$ cat config.mk
export PLATFORM = sky130hd
export DESIGN_NAME = can_txreq_tracker
export DESIGN_NICKNAME = d
export VERILOG_FILES = /design/src/rtl/can_txreq_pkg.sv /design/src/rtl/can_txreq_slot.sv /design/src/rtl/can_txreq_arb.sv /design/src/rtl/can_txreq_status.sv /design/src/rtl/can_txreq_tracker.sv
export SDC_FILE = /design/constraint.sdc
export NUM_CORES = 1
export LEC_CHECK = 0
export ABC_AREA = 0
export ABC_CLOCK_PERIOD_IN_PS = 1900
export BUFFER_PORTS_ARGS = -buffer_cell sky130_fd_sc_hd__clkbuf_2
export CORE_MARGIN = 5
export CORE_UTILIZATION = 48
export CTS_CLUSTER_SIZE = 25
export DETAILED_ROUTE_END_ITERATION = 10
export MAX_ROUTING_LAYER = met4
export PLACE_DENSITY = 0.84
export SLEW_MARGIN = 20
export SYNTH_ARGS = -nofsm -noshare
export SYNTH_HDL_FRONTEND = slang
export SYNTH_HIERARCHICAL = 1
export SYNTH_SLANG_ARGS = --single-unit
$ cat constraint.sdc
create_clock -name clk -period 1.9 [get_ports clk]
set_input_delay 0.19 -clock clk [delete_from_list [all_inputs] [get_ports clk]]
set_output_delay 0.19 -clock clk [all_outputs]
set_load 0.01 [all_outputs]
$ cat src/rtl/can_txreq_pkg.sv
package can_txreq_pkg;
  typedef enum logic [1:0] {
    SLOT_IDLE = 2'd0,
    SLOT_PEND = 2'd1,
    SLOT_BUSY = 2'd2
  } slot_state_e;
endpackage

$ cat src/rtl/can_txreq_slot.sv
module can_txreq_slot
  import can_txreq_pkg::*;
(
  input  logic        clk,
  input  logic        rst,
  input  logic        wr_req,
  input  logic        wr_self,
  input  logic        wr_abort,
  input  logic        grant,
  input  logic        eng_done,
  input  logic        eng_lost,
  output slot_state_e st_q,
  output slot_state_e st_d,
  output logic        ok_q,
  output logic        ok_d,
  output logic        self_q,
  output logic        fin_any,
  output logic        fin_ok
);
  logic self_d;

  always_comb begin
    st_d    = st_q;
    ok_d    = ok_q;
    self_d  = self_q;
    fin_any = 1'b0;
    fin_ok  = 1'b0;
    case (st_q)
      SLOT_IDLE: if (wr_req) begin
        st_d   = SLOT_PEND;
        ok_d   = 1'b0;
        self_d = wr_self;
      end
      SLOT_PEND: begin
        if (grant) begin
          st_d = SLOT_BUSY;
        end else if (wr_abort) begin
          st_d    = SLOT_IDLE;
          fin_any = 1'b1;
        end
      end
      SLOT_BUSY: begin
        if (eng_done) begin
          st_d    = SLOT_IDLE;
          ok_d    = 1'b1;
          fin_any = 1'b1;
          fin_ok  = 1'b1;
        end else if (eng_lost) begin
          st_d    = SLOT_IDLE;
          fin_any = 1'b1;
        end
      end
      default: st_d = SLOT_IDLE;
    endcase
  end

  always_ff @(posedge clk) begin
    if (rst) begin
      st_q   <= SLOT_IDLE;
      ok_q   <= 1'b1;
      self_q <= 1'b0;
    end else begin
      st_q   <= st_d;
      ok_q   <= ok_d;
      self_q <= self_d;
    end
  end

  AST_HOLD_PENDING: assert property (@(posedge clk) disable iff (rst)
    (st_q == SLOT_PEND && !grant && !wr_abort) |=> (st_q == SLOT_PEND));
  AST_BUSY_UNTIL_END: assert property (@(posedge clk) disable iff (rst)
    (st_q == SLOT_BUSY && !eng_done && !eng_lost) |=> (st_q == SLOT_BUSY));
  AST_ABORT_NOT_OK: assert property (@(posedge clk) disable iff (rst)
    (st_q == SLOT_PEND && wr_abort && !grant) |=> !ok_q);
  AST_SELF_KEPT: assert property (@(posedge clk) disable iff (rst)
    (st_q != SLOT_IDLE) |=> $stable(self_q));
endmodule

$ cat src/rtl/can_txreq_arb.sv
module can_txreq_arb #(
  parameter int NUM_BUF = 3,
  parameter int IDX_W   = 2
) (
  input  logic [NUM_BUF-1:0] pend,
  input  logic [NUM_BUF-1:0] busy,
  output logic               offer_valid,
  output logic [IDX_W-1:0]   offer_idx
);
  always_comb begin
    offer_idx = '0;
    for (int i = NUM_BUF - 1; i >= 0; i--) begin
      if (pend[i]) offer_idx = IDX_W'(i);
    end
    offer_valid = (|pend) && !(|busy);
  end
endmodule

$ cat src/rtl/can_txreq_status.sv
module can_txreq_status #(
  parameter int NUM_BUF = 3
) (
  input  logic               clk,
  input  logic               rst,
  input  logic [NUM_BUF-1:0] idle_d,
  input  logic [NUM_BUF-1:0] ok_d,
  input  logic [NUM_BUF-1:0] fin_any,
  input  logic [NUM_BUF-1:0] fin_loop,
  input  logic               irq_ack,
  output logic               buf_free,
  output logic               tx_complete,
  output logic               tx_irq,
  output logic               rx_loop
);
  always_ff @(posedge clk) begin
    if (rst) begin
      buf_free    <= 1'b1;
      tx_complete <= 1'b1;
      tx_irq      <= 1'b0;
      rx_loop     <= 1'b0;
    end else begin
      buf_free    <= &idle_d;
      tx_complete <= &ok_d;
      tx_irq      <= (|fin_any) || (tx_irq && !irq_ack);
      rx_loop     <= |fin_loop;
    end
  end

  AST_RESET_FLAGS: assert property (@(posedge clk)
    rst |=> (buf_free && tx_complete && !tx_irq && !rx_loop));
  AST_COMPLETE_IMPLIES_FREE: assert property (@(posedge clk) disable iff (rst)
    tx_complete |-> buf_free);
  AST_IRQ_HELD: assert property (@(posedge clk) disable iff (rst)
    (tx_irq && !irq_ack) |=> tx_irq);
  AST_LOOP_WITH_IRQ: assert property (@(posedge clk) disable iff (rst)
    rx_loop |-> tx_irq);
endmodule

$ cat src/rtl/can_txreq_tracker.sv
module can_txreq_tracker
  import can_txreq_pkg::*;
#(
  parameter int NUM_BUF = 3,
  localparam int IDX_W  = (NUM_BUF > 1) ? $clog2(NUM_BUF) : 1
) (
  input  logic               clk,
  input  logic               rst,
  input  logic               cmd_valid,
  input  logic [NUM_BUF-1:0] cmd_tx_req,
  input  logic [NUM_BUF-1:0] cmd_self_req,
  input  logic [NUM_BUF-1:0] cmd_abort,
  input  logic               irq_ack,
  input  logic [NUM_BUF-1:0] eng_started,
  input  logic [NUM_BUF-1:0] eng_done,
  input  logic [NUM_BUF-1:0] eng_lost,
  output logic               tx_start_valid,
  output logic [IDX_W-1:0]   tx_start_idx,
  output logic               tx_start_self,
  output logic               buf_free,
  output logic               tx_complete,
  output logic               tx_irq,
  output logic               rx_loop
);
  logic [NUM_BUF-1:0] pend, busy, idle_d, ok_d, self_q, fin_any, fin_loop;
  logic               offer_valid;
  logic [IDX_W-1:0]   offer_idx;

  can_txreq_arb #(.NUM_BUF(NUM_BUF), .IDX_W(IDX_W)) u_arb (
    .pend        (pend),
    .busy        (busy),
    .offer_valid (offer_valid),
    .offer_idx   (offer_idx)
  );

  for (genvar g = 0; g < NUM_BUF; g++) begin : g_slot
    slot_state_e st_q, st_d;
    logic        ok_q, ok_dd, fin_ok, grant;

    assign grant = eng_started[g] && offer_valid && (offer_idx == IDX_W'(g));

    can_txreq_slot u_slot (
      .clk      (clk),
      .rst      (rst),
      .wr_req   (cmd_valid && (cmd_tx_req[g] || cmd_self_req[g])),
      .wr_self  (cmd_self_req[g]),
      .wr_abort (cmd_valid && cmd_abort[g]),
      .grant    (grant),
      .eng_done (eng_done[g]),
      .eng_lost (eng_lost[g]),
      .st_q     (st_q),
      .st_d     (st_d),
      .ok_q     (ok_q),
      .ok_d     (ok_dd),
      .self_q   (self_q[g]),
      .fin_any  (fin_any[g]),
      .fin_ok   (fin_ok)
    );

    assign pend[g]     = (st_q == SLOT_PEND);
    assign busy[g]     = (st_q == SLOT_BUSY);
    assign idle_d[g]   = (st_d == SLOT_IDLE);
    assign ok_d[g]     = ok_dd;
    assign fin_loop[g] = fin_ok && self_q[g];

    AST_OK_ONLY_IDLE: assert property (@(posedge clk) disable iff (rst)
      ok_q |-> (st_q == SLOT_IDLE));
  end

  can_txreq_status #(.NUM_BUF(NUM_BUF)) u_status (
    .clk         (clk),
    .rst         (rst),
    .idle_d      (idle_d),
    .ok_d        (ok_d),
    .fin_any     (fin_any),
    .fin_loop    (fin_loop),
    .irq_ack     (irq_ack),
    .buf_free    (buf_free),
    .tx_complete (tx_complete),
    .tx_irq      (tx_irq),
    .rx_loop     (rx_loop)
  );

  assign tx_start_valid = offer_valid;
  assign tx_start_idx   = offer_idx;
  assign tx_start_self  = self_q[offer_idx];

  AST_SINGLE_BUSY: assert property (@(posedge clk) disable iff (rst)
    $countones(busy) <= 1);
  AST_OFFER_PENDING: assert property (@(posedge clk) disable iff (rst)
    tx_start_valid |-> pend[tx_start_idx]);
  AST_FREE_MEANS_NO_OFFER: assert property (@(posedge clk) disable iff (rst)
    buf_free |-> !tx_start_valid);
endmodule

Word level (Yosys, flattened, before mapping)
Cells that the tools add are included.

Div/mod/pow operators: 0. Mux-type cells: 53. Reductions and logical operators: 39. Bitwise operators: 0. Equality and inequality tests: 8. Shift operators: 0. Multiply operators: 0. $add $sub $neg: 0. $lt $le $gt $ge: 1.

Operator list (number): two-way mux 2 bit (18); two-way mux 1 bit (25); one-hot mux 2 bit (3 select lines) (3); logical AND 1 bit (17); logical NOT 2 bit (7); one-hot mux 1 bit (2 select lines) (6); OR reduction 3 bit (4); equality test 2 x 1 -> 1 bit (second input constant) (4); equality test 2 bit (second input constant) (4); AND reduction 2 bit (3); AND reduction 3 bit (2); logical OR 1 bit (4); < comparator 2 x 3 -> 1 bit (second input constant) (1); binary-select mux 1 bit (select 2 bit) (1); logical NOT 1 bit (2).

Latch bits: 0. Output and inout bits: 8. Memories kept: 0. Bits of input ports: 22. Bits in writable memories: 0. Bits in read-only memories: 0. Register bits: 16. Logic and storage cells: 114.

Logic depth before layout (Yosys ltp)
Word-level depth: 10. Mapped depth: 9. Depth with buffers taken out: 9.

By module
The synthesis kept the hierarchy.

By module, submodules not included: can_txreq_slot at g_slot[0].u_slot ... (cells each 35, sequential area each 80.1 µm², instances 2, area each 301.5 µm²); can_txreq_slot at g_slot[2].u_slot (cells each 34, sequential area each 80.1 µm², instances 1, area each 314.1 µm²); can_txreq_tracker (cells each 24, sequential area each 0.0 µm², instances 1, area each 166.4 µm²); can_txreq_status (cells each 11, sequential area each 80.1 µm², instances 1, area each 135.1 µm²); can_txreq_arb (cells each 4, sequential area each 0.0 µm², instances 1, area each 36.3 µm²).

Worst setup path before layout
OpenSTA, ideal clock, no wires.

Path kind: register to register. From: register g_slot[2].u_slot.st_q[0]. To: register u_status.buf_free. Setup slack: -392 ps. Library setup time: 57 ps. Buffers on the path: 0. Cell stages (with the launch flop): 9. Arrival: 2235 ps. Period minus slack after synthesis: 2292 ps. Data required time: 1843 ps. Cells stage by stage: dfxtp_1 -> nor2b_1 -> nor3b_1 -> and4bb_2 -> nand2b_1 -> a222oi_1 -> nor3_1 -> nor2_1 -> a31o_2.

Cells in the longest elaborated chain, start to end: 10. Elaborated cells between the ends (all ways): 33. Those cells by class: eq/ne (4); mux (13); reduce/logical (16).

RTL lines: start, declared (line can_txreq_slot.sv:12) `output slot_state_e st_q,`; start signal, assigned (line can_txreq_slot.sv:63) `st_q <= st_d;`; equality test 2 x 1 -> 1 bit (line can_txreq_tracker.sv:60) `assign pend[g] = (st_q == SLOT_PEND);`; via pend[2] (line can_txreq_tracker.sv:25) `logic [NUM_BUF-1:0] pend, busy, idle_d, ok_d, self_q, fin_any, fin_loop;`; two-way mux 2 bit (3 in a row) (line can_txreq_arb.sv:13) `if (pend[i]) offer_idx = IDX_W'(i);`; via tx_start_idx[1] (line can_txreq_tracker.sv:18) `output logic [IDX_W-1:0] tx_start_idx,`; logical NOT 2 bit (line can_txreq_tracker.sv:40) `assign grant = eng_started[g] && offer_valid && (offer_idx == IDX_W'(g));`; logical AND 1 bit (line can_txreq_tracker.sv:40); via g_slot[0].grant (line can_txreq_tracker.sv:38) `logic ok_q, ok_dd, fin_ok, grant;`; two-way mux 2 bit (line can_txreq_slot.sv:35) `if (grant) begin`; one-hot mux 2 bit (3 select lines) (line can_txreq_slot.sv:28) `case (st_q)`; via g_slot[0].st_d[1] (line can_txreq_tracker.sv:37) `slot_state_e st_q, st_d;`; logical NOT 2 bit (line can_txreq_tracker.sv:62) `assign idle_d[g] = (st_d == SLOT_IDLE);`; via idle_d[0] (line can_txreq_tracker.sv:25); AND reduction 3 bit (line can_txreq_status.sv:23) `buf_free <= &idle_d;`; end signal, assigned (line can_txreq_status.sv:23); end, declared (line can_txreq_status.sv:11) `output logic buf_free,`.

The timed path passes the listed nets, and every way through them passes these cells. A chain may end at the register's enable or synchronous reset.

Worst setup path in the final report
From: register g_slot[1].u_slot.st_q[1]. To: register u_status.buf_free.

Cells in the longest elaborated chain, start to end: 10. Elaborated cells between the ends (all ways): 32. Those cells by class: eq/ne (4); mux (12); reduce/logical (16).

RTL lines: start, declared (line can_txreq_slot.sv:12); start signal, assigned (line can_txreq_slot.sv:63); equality test 2 bit (line can_txreq_tracker.sv:61) `assign busy[g] = (st_q == SLOT_BUSY);`; via busy[1] (line can_txreq_tracker.sv:25); OR reduction 3 bit (line can_txreq_arb.sv:15) `offer_valid = (|pend) && !(|busy);`; logical NOT 1 bit (line can_txreq_arb.sv:15); logical AND 1 bit (line can_txreq_arb.sv:15); logical AND 1 bit (2 in a row) (line can_txreq_tracker.sv:40); via g_slot[2].grant (line can_txreq_tracker.sv:38); two-way mux 2 bit (line can_txreq_slot.sv:35); one-hot mux 2 bit (3 select lines) (line can_txreq_slot.sv:28); via g_slot[2].st_d[0] (line can_txreq_tracker.sv:37); logical NOT 2 bit (line can_txreq_tracker.sv:62); via idle_d[2] (line can_txreq_tracker.sv:25); AND reduction 3 bit (line can_txreq_status.sv:23).

The timed path passes the listed nets, and every way through them passes these cells.

==> out/summary.txt <==
Status -> complete, but fails checks
Failing checks -> negative setup slack
Hold Fails Final Rpt -> 0
Worst setup margin -> -0.148 ns
Leak pwr -> 0.746 nW
Max Fclk -> 488 MHz
Hold_buf cts -> 0
GRT Total Usage -> 20.0%
Mux cell area share after synthesis -> 3.39%
Final net count -> 229
DR pass1 iterations -> 4
Reg2Reg Depth -> 8
Setup Skew -> 0.00538 ns
Arr. time, crit path -> 2.29 ns
FF-to-FF setup slack -> -0.15 ns
Pwr Density -> 576 mW/mm^2
Fin. max-slew vios -> 0
#FFs+latches synth -> 16
Tcrit/Tclk final -> 108%
Layout cells sized above 1 -> 39.6%
Cts bufs inserted -> 3
Worst-skew pair later-pin latency -> 0.29 ns
TritonCTS clock tree -> done
Initial antenna violation count -> 0
Dpl ws -> -0.191 ns
CP max FO -> 4
Antenna Nets Post-Route -> 0
FP Rows -> 18
Minimum clock period -> 2.05 ns
Drt wl/cell -> 14.4 um
Die height -> 61.1 um
Hold Path Cell Cnt -> 3
VDD IR-drop max -> 0.353 mV
Worst Hold Path EP -> g_slot[1].u_slot/self_q
Final setup fails -> 2
CP Class -> flop to flop
EDFF count, synth -> 0
Clk pin slew, worst setup/hold paths -> 0.10 ns
DP HPWL -> 2580 um
Layout area overhead -> 33.2%
Die area -> 0.00374 mm^2
Post-Synth XOR/XNOR Area -> 0%
HP Class -> primary input to flop
Mean Syn Cell Area -> 8.78 um^2
CP endpoint kind -> flop
Synth Flop Type -> dfxtp_1
First-pass GRT wire length -> 5410 um
Hold path start -> cmd_self_req[1]
Worst R2R End -> u_status/buf_free
RR Startpoint -> g_slot[1].u_slot/st_q[1]
Finished Core Util -> 66.9%
Register area share after synthesis -> 25.5%
I/O Buffers -> 29
Initial core utilization -> 50.2%
Maximum clock insertion buffer count -> 2
Largest net degree at the start of global routing -> 17
Compound-gate portion of the synthesized area -> 17.7%
RSZ-0062 raised after global routing -> yes
Worst slew margin -> 74.9%
Antenna diodes -> 0
Syn Nets -> 179
Synth Area in Simple Gates -> 36.7%
Clock Tree Root -> clkbuf_4
Async SR Flop Fraction -> 0%
DRT Wirelength -> 3210 um
Worst EP required -> 2.14 ns
Max-cap violations -> 0
Core footprint -> 0.00250 mm^2
Routed vias/inst -> 5.35
Mapped Area -> 0.00125 mm^2
Horiz. Die Dim -> 61.1 um
Main combinational cell family by area after synthesis -> simple AND/OR/NAND/NOR gates
DRC viols -> 0
CTS HTree Levels -> 1
Cells after synthesis -> 143
Synth Area in Adders -> 14.0%
Routed vias -> 1187
Clock sinks -> 16
Vias in the first global route -> 1240
Initial DRC Count -> 68
Worst-Margin Slew -> 0.376 ns
Remaining Overflow, GRT -> 0
Netlist cell types -> 36
GP Congestion -> 0.853
I/O Pins -> 30
Synth Warn # -> 6
Critical Path Source Type -> flop
Critical Path Start -> g_slot[1].u_slot/st_q[1]
## layer usage
metal	vias to the layer above	wire length, um	GRT usage [%]
met4	0	45	7.43
li1	621	-	-
met1	529	1390	23.8
met2	33	1600	34.4
met3	4	170	2.10
met5	-	0	-
## cell usage after synthesis, types with 3 or more instances
cell type   n  share of area (%)
nor2_1      8                2.4
inv_1       9                2.7
ha_1       14                 14
a211oi_1    3                1.8
o21a_1      3                1.8
and2_1      9                4.5
nor3_2      3                2.4
o21ai_0     4                1.6
a21oi_1     8                3.2
nor4_1      4                2.0
nand3b_1    4                2.4
nor2b_1     9                4.5
dfxtp_1    16                 26
o21ai_1     4                1.6
a21boi_0    3                1.8
nor3_1      5                2.0
or2_1       3                1.5
nor3b_1     3                1.8
nand2_1     5                1.5
## sequential cells by signal, summed over array words and instances (netlist names)
name / cells
g_slot.u_slot/self_q: 3
u_status/rx_loop: 1
u_status/tx_complete: 1
g_slot.u_slot/st_q: 6
u_status/buf_free: 1
g_slot.u_slot/ok_q: 3
u_status/tx_irq: 1
## power breakdown
group	internal (mW)	switching, mW
Sequential	0.363	0.0146
Combinational	0.185	0.174
Clock	0.117	0.109
## critical path, stage by stage (launching register included)
cell,delay [ns]
dfxtp_2,0.35
nor2b_1,0.15
nor4_4,0.35
and4b_2,0.29
and4bb_1,0.24
nor4b_4,0.28
nor2_1,0.07
nor2_1,0.10
a31o_2,0.17
## final cells by class
type                    instances  area (um^2)
well taps                      30         37.5
flip-flops and latches         16          328
inverters                       9         33.8
multi-input cells             118          971
clock buffers                   4         36.3
fillers                       206          828
repair buffers                 45          265
## worst max path at each step
stage	end	slack (ns)	depth (start not counted)
2_1_floorplan	u_status/buf_free	-0.12	9
3_3_place_gp	u_status/buf_free	-0.1	8
3_5_place_dp	u_status/buf_free	-0.19	8
4_1_cts	u_status/buf_free	-0.15	8
5_1_grt	u_status/buf_free	-0.21	8
6_report	u_status/buf_free	-0.15	8
## cell usage in the layout, fill, tap and decap left out, types with 3 or more instances in the layout
master / count
a211oi_1: 3
a21oi_1: 8
and2_1: 9
buf_4: 16
clkbuf_2: 29
clkbuf_4: 3
dfxtp_1: 10
dfxtp_2: 6
ha_1: 14
inv_1: 9
nand2_1: 5
nand3b_1: 4
nor2_1: 8
nor2b_1: 5
nor2b_4: 4
nor3_1: 5
nor3_2: 3
nor4_1: 4
o21a_1: 3
o21ai_0: 4
o21ai_1: 4
or2_1: 3
## metrics by stage
step           power, mW  hold slack, ns  TNS, ns  cells  instance area, um^2
6_report           0.962           0.151   -0.166    222                 1670
5_1_grt             1.02           0.168   -0.324    222                 1670
4_1_cts            0.964           0.144   -0.168    221                 1650
3_5_place_dp       0.723           0.455   -0.252    215                 1580
3_3_place_gp       0.708           0.452  -0.0999    215                 1580
2_1_floorplan      0.587           0.259   -0.122    143                 1300
## cell families after synthesis
| logic type | count (synthesis) |
|---|---|
| flip-flops | 16 |
| multiplexers | 4 |
| AO/OA/AOI/OAI | 33 |
| buffers and inverters | 9 |
| adder cells (fa/ha/maj) | 14 |
| AND/OR/NAND/NOR | 67 |
## repair_timing
action | CTS | global route
gates cloned | 0 | 0
endpoints found under the setup margin | 2 | 4
resized for setup | 8 | 5
pin swaps | 1 | 3
buffers inserted | 2 | 1
Power figures use the tool's default switching activity.
